$ cat src/rtl/gdrv_pkg.sv
package gdrv_pkg;

    // Width and bit positions of the flag bundle that the synchroniser carries.
    localparam int FLAG_W  = 5;
    localparam int IDX_CMD = 4;
    localparam int IDX_OC  = 3;
    localparam int IDX_UVP = 2;
    localparam int IDX_UVN = 1;
    localparam int IDX_SDX = 0;

    // Reset image of the synchroniser: both supplies are assumed bad
    // until their flags have travelled through the chain.
    localparam logic [FLAG_W-1:0] SYNC_RST_IMAGE =
        (FLAG_W'(1) << IDX_UVP) | (FLAG_W'(1) << IDX_UVN);

    typedef struct packed {
        logic oc_latched;
        logic cmd_prev;
    } trip_state_t;

    typedef struct packed {
        logic gate;
        logic short_sw;
        logic fault_n;
        logic pump;
    } drive_state_t;

    localparam trip_state_t  TRIP_RST  = '{oc_latched: 1'b0, cmd_prev: 1'b0};
    localparam drive_state_t DRIVE_RST = '{gate: 1'b0, short_sw: 1'b1,
                                           fault_n: 1'b0, pump: 1'b0};

endpackage

$ cat src/rtl/gdrv_sync.sv
module gdrv_sync #(
    parameter int              W       = 5,
    parameter int              STAGES  = 2,
    parameter logic [W-1:0]    RST_VAL = '0
) (
    input  logic         clk,
    input  logic         rst_n,
    input  logic [W-1:0] async_i,
    output logic [W-1:0] sync_o
);

    localparam int LAST = STAGES - 1;

    logic [STAGES-1:0][W-1:0] stage_d, stage_q;

    always_comb begin
        stage_d[0] = async_i;
        for (int i = 1; i < STAGES; i++) begin
            stage_d[i] = stage_q[i-1];
        end
    end

    always_ff @(posedge clk or negedge rst_n) begin
        if (!rst_n) begin
            stage_q <= {STAGES{RST_VAL}};
        end else begin
            stage_q <= stage_d;
        end
    end

    assign sync_o = stage_q[LAST];

endmodule

$ cat src/rtl/gdrv_trip.sv
module gdrv_trip
    import gdrv_pkg::*;
(
    input  logic clk,
    input  logic rst_n,
    input  logic cmd_s,
    input  logic oc_s,
    input  logic gate_on,
    output logic oc_next
);

    trip_state_t st_d, st_q;
    logic        cmd_rise;

    always_comb begin
        st_d          = st_q;
        cmd_rise      = cmd_s & ~st_q.cmd_prev;
        st_d.cmd_prev = cmd_s;
        if (cmd_rise) begin
            // A fresh turn-on request clears a held overcurrent.
            st_d.oc_latched = 1'b0;
        end else if (gate_on && oc_s) begin
            // Sense input counts only while the device is driven on.
            st_d.oc_latched = 1'b1;
        end
    end

    always_ff @(posedge clk or negedge rst_n) begin
        if (!rst_n) begin
            st_q <= TRIP_RST;
        end else begin
            st_q <= st_d;
        end
    end

    assign oc_next = st_d.oc_latched;

endmodule

$ cat src/rtl/gdrv_drive.sv
module gdrv_drive
    import gdrv_pkg::*;
(
    input  logic clk,
    input  logic rst_n,
    input  logic cmd_s,
    input  logic uv_s,
    input  logic oc_next,
    input  logic sdx_s,
    output logic gate_o,
    output logic short_o,
    output logic fault_n_o,
    output logic pump_o
);

    drive_state_t dr_d, dr_q;

    always_comb begin
        dr_d          = dr_q;
        dr_d.gate     = cmd_s & ~uv_s & ~oc_next;
        dr_d.short_sw = ~dr_d.gate;
        dr_d.fault_n  = ~(uv_s | oc_next);
        dr_d.pump     = ~sdx_s;
    end

    always_ff @(posedge clk or negedge rst_n) begin
        if (!rst_n) begin
            dr_q <= DRIVE_RST;
        end else begin
            dr_q <= dr_d;
        end
    end

    assign gate_o    = dr_q.gate;
    assign short_o   = dr_q.short_sw;
    assign fault_n_o = dr_q.fault_n;
    assign pump_o    = dr_q.pump;

endmodule

$ cat src/rtl/gdrv_guard.sv
module gdrv_guard
    import gdrv_pkg::*;
#(
    parameter int SYNC_STAGES = 2
) (
    input  logic clk,
    input  logic rst_n,
    input  logic cmd_i,
    input  logic oc_trip_i,
    input  logic uv_pos_i,
    input  logic uv_neg_i,
    input  logic sup_over_i,
    output logic gate_en_o,
    output logic sense_short_o,
    output logic pump_en_o,
    output logic fault_n_o
);

    logic [FLAG_W-1:0] flags_raw, flags_s;
    logic cmd_s, oc_s, uv_s, sdx_s;
    logic oc_next;

    always_comb begin
        flags_raw          = '0;
        flags_raw[IDX_CMD] = cmd_i;
        flags_raw[IDX_OC]  = oc_trip_i;
        flags_raw[IDX_UVP] = uv_pos_i;
        flags_raw[IDX_UVN] = uv_neg_i;
        flags_raw[IDX_SDX] = sup_over_i;
    end

    gdrv_sync #(
        .W       (FLAG_W),
        .STAGES  (SYNC_STAGES),
        .RST_VAL (SYNC_RST_IMAGE)
    ) u_sync (
        .clk     (clk),
        .rst_n   (rst_n),
        .async_i (flags_raw),
        .sync_o  (flags_s)
    );

    assign cmd_s = flags_s[IDX_CMD];
    assign oc_s  = flags_s[IDX_OC];
    assign uv_s  = flags_s[IDX_UVP] | flags_s[IDX_UVN];
    assign sdx_s = flags_s[IDX_SDX];

    gdrv_trip u_trip (
        .clk     (clk),
        .rst_n   (rst_n),
        .cmd_s   (cmd_s),
        .oc_s    (oc_s),
        .gate_on (gate_en_o),
        .oc_next (oc_next)
    );

    gdrv_drive u_drive (
        .clk       (clk),
        .rst_n     (rst_n),
        .cmd_s     (cmd_s),
        .uv_s      (uv_s),
        .oc_next   (oc_next),
        .sdx_s     (sdx_s),
        .gate_o    (gate_en_o),
        .short_o   (sense_short_o),
        .fault_n_o (fault_n_o),
        .pump_o    (pump_en_o)
    );

endmodule

$ cat config.mk
export PLATFORM = sky130hd
export DESIGN_NAME = gdrv_guard
export DESIGN_NICKNAME = d
export VERILOG_FILES = /design/src/rtl/gdrv_pkg.sv /design/src/rtl/gdrv_sync.sv /design/src/rtl/gdrv_trip.sv /design/src/rtl/gdrv_drive.sv /design/src/rtl/gdrv_guard.sv
export SDC_FILE = /design/constraint.sdc
export NUM_CORES = 1
export LEC_CHECK = 0
export BUFFER_PORTS_ARGS = -buffer_cell sky130_fd_sc_hd__buf_2
export CAP_MARGIN = 20
export CORE_AREA = 4 4 41 43
export CTS_CLUSTER_DIAMETER = 120
export DETAILED_ROUTE_END_ITERATION = 8
export DIE_AREA = 0 0 45 47
export PLACE_DENSITY = 0.66
export REMOVE_ABC_BUFFERS = 1
export SKIP_LAST_GASP = 1
export SYNTH_ARGS = -nofsm -noshare
export SYNTH_HDL_FRONTEND = slang
export SYNTH_SLANG_ARGS = --single-unit
$ cat constraint.sdc
create_clock -name clk -period 1.2 [get_ports clk]
set_clock_uncertainty 0.1 [all_clocks]
set_input_delay 0.18 -clock clk [delete_from_list [all_inputs] [get_ports clk]]
set_output_delay 0.18 -clock clk [all_outputs]
set_load 0.02 [all_outputs]
==> flow_summary.yaml <==
run_status:
  status: "completed"
global_route:
  grt_pass1_wl_microns: 1140
  overflow: 0
  grt.total_usage: 0.0795
  antenna_found_initial: 0
  grt_pass1_vias: 303
  grt_max_degree: 17
synth:
  synth-seq-cells: 16
  yosysWarnings: 0
  syn_area_per_cell_sq_um: 18.8
  syn_area_sq_um: 469
  ys_seq_area_frac: 0.867
  syn_inst: 25
  synth.distinct_cells: 10
power:
  clkPwrFrac: 0.340
  cellInternalPower_uw: 792
  leakage_uw: 0.000312
  power_density_nw_per_um2: 1550
  peakVddDrop_uv: 814
  switching_power_uw: 199
  p_seq_frac: 0.591
  switching_share: 0.200
  combPwrFrac: 0.069
die:
  fp-row-count: 13
  core_region_area_sq_um: 1300
  initial_core_util: 0.361
  die_h_microns: 47
  die_w_microns: 45
  pin_count: 11
  dieArea_sq_um: 2120
placed_design:
  io_buffer_count: 10
  dpl.hpwl_microns: 444
  place.gp.congestion: 0.604
  dp.cells: 50
sta:
  fmax_mhz: 836
  rsz0062_at_grt: "yes"
  min_period_over_period: 0.997
  tightestPinTransition_ns: 0.329
  hold_viol: 0
  whs_ns: 0.215
  layout_min_cycle_time_ns: 1.20
  setup_viol: 0
  relSlewSlack: 0.781
  maxSlewViolCount: 0
cts:
  clockBufferDepth: 2
  cts_sinks: 16
  h-tree-depth: 1
  path_clk_slew_ns: 0.09
  root_buffer: "clkbuf_4"
  numCtsBuffers: 3
  cts_post_setup_buffers_inserted: 0
  clk_latency_ns: 0.27
  cts_tree: "done"
critical_path:
  critPathSlowestCell: "dfstp_2"
  crit_family: "flip-flops"
  crit_fanout: 1
  cp_data_required_time_ns: 0.92
  path_class: "reg -> out"
  worstPathArrival_ns: 0.92
  endpoint_kind: "output port"
  startpoint_type: "register"
  worst-path-buf-inv: 1
  crit_chain: "buf_6"
  crit_path_max_incr_delay_ns: 0.53
route:
  num_vias: 257
  routed_wl_microns: 628
  via_per_inst: 4.28
  drt_iter0_drc: 1
  ant_nets: 0
  first_pass_iters: 2
  wl_per_cell_microns: 10.5
  drc_errors: 0
layout:
  area_growth_pct: 36.5
  drive_above_1_share: 0.489
  fill_cells: 124
  multiInputGateArea_sq_um: 55.1
  ff_latch_area_sq_um: 407
  num_antenna_cells: 0
  nNetsFinal: 53
  utilization: 0.492
  instances_no_fill: 60
run:
  drv_cap: 0
worst_hold_path:
  hp-class: "in -> async"
-- flip-flops by register name, indices dropped and copies added (netlist names) --
name               count
u_drive.gate_o         1
u_sync.sync_o          5
u_sync.stage_d         5
u_trip.st_q            2
u_drive.pump_o         1
u_drive.short_o        1
u_drive.fault_n_o      1
-- worst paths after layout --
kind	startpoint	to	slack [ns]	depth (start not counted)
worst min-delay path	rst_n	u_sync.stage_d[9]	0.22	2
max in group asynchronous	rst_n	u_sync.sync_o[2]	0.49	2
worst max-delay path	u_drive.short_o	sense_short_o	0.004	1
worst max register to register	u_sync.sync_o[4]	u_drive.fault_n_o	0.26	2
worst min register to register	u_sync.stage_d[5]	u_sync.sync_o[0]	0.25	0
min in group clk	u_sync.stage_d[5]	u_sync.sync_o[0]	0.25	0
-- synth_stat cells --
cell	instances	area, sq um
o211ai_1	1	7.51
inv_2	1	3.75
a21oi_2	1	8.76
inv_1	1	3.75
nor2_1	2	7.51
nor2b_4	1	13.8
dfstp_2	5	131
o211a_1	1	10.0
dfrtp_1	11	275
o21a_1	1	7.51
-- power groups by stage --
stage / registers (uW) / logic [uW] / clock network (uW)
2_1_floorplan: 602 / 15.5 / 0
3_3_place_gp: 593 / 50.0 / 0
3_5_place_dp: 595 / 53.5 / 0
4_1_cts: 586 / 70.0 / 355
5_1_grt: 589 / 76.0 / 382
6_report: 585 / 68.3 / 337
-- kinds of logic (layout without fill, tap and decap cells) --
kind of cell	Yosys count	count (layout)	share of synthesized area
flops	16	16	0.867
compound gates	4	4	0.0720
simple gates	3	3	0.0453
buf+inv	2	22	0.0160
-- area by class of cell --
type                       count  share of cell area
multi-input combinational      7              0.0859
tap                           15              0.0293
clock buffer                   4              0.0566
sequential                    16               0.635
inverter                       2              0.0117
timing repair buffer          16               0.182
-- layout by cell type (no fill, tap or decap), types with 2 or more instances in the layout --
cell,netlist,routed
dlygate4sd3_1,0,6
nor2_1,2,2
clkbuf_4,0,3
dfrtp_1,11,11
dfstp_2,5,5
buf_2,0,9
-- through the flow --
step           instance area (sq um)  power [uW]  setup TNS [ns]  worst slack (ns)
6_report                         641         991               0           0.00398
2_1_floorplan                    469         618               0             0.234
4_1_cts                          641        1010         -0.0142           -0.0142
5_1_grt                          641        1050         -0.0436           -0.0436
3_3_place_gp                     538         643               0             0.281
3_5_place_dp                     538         649               0             0.266
-- per-layer routing --
| layer | routed length (microns) | vias to the layer above | GRT usage | part of all wire |
|---|---|---|---|---|
| li1 | - | 122 | - | - |
| met1 | 235 | 124 | 0.0764 | 0.37 |
| met2 | 322 | 11 | 0.141 | 0.51 |
| met3 | 70 | 0 | 0.0307 | 0.11 |
| met4 | 0 | 0 | 0.0526 | 0 |
| met5 | 0 | - | 0 | 0 |
-- repair_timing --
item | CTS | global route
hold endpoints to repair | 21 | 0
hold buffers | 6 | 0
gates resized for setup | 2 | 0
endpoints found under the setup margin | 1 | 1
Note: power is estimated with default switching activity, not from simulation.
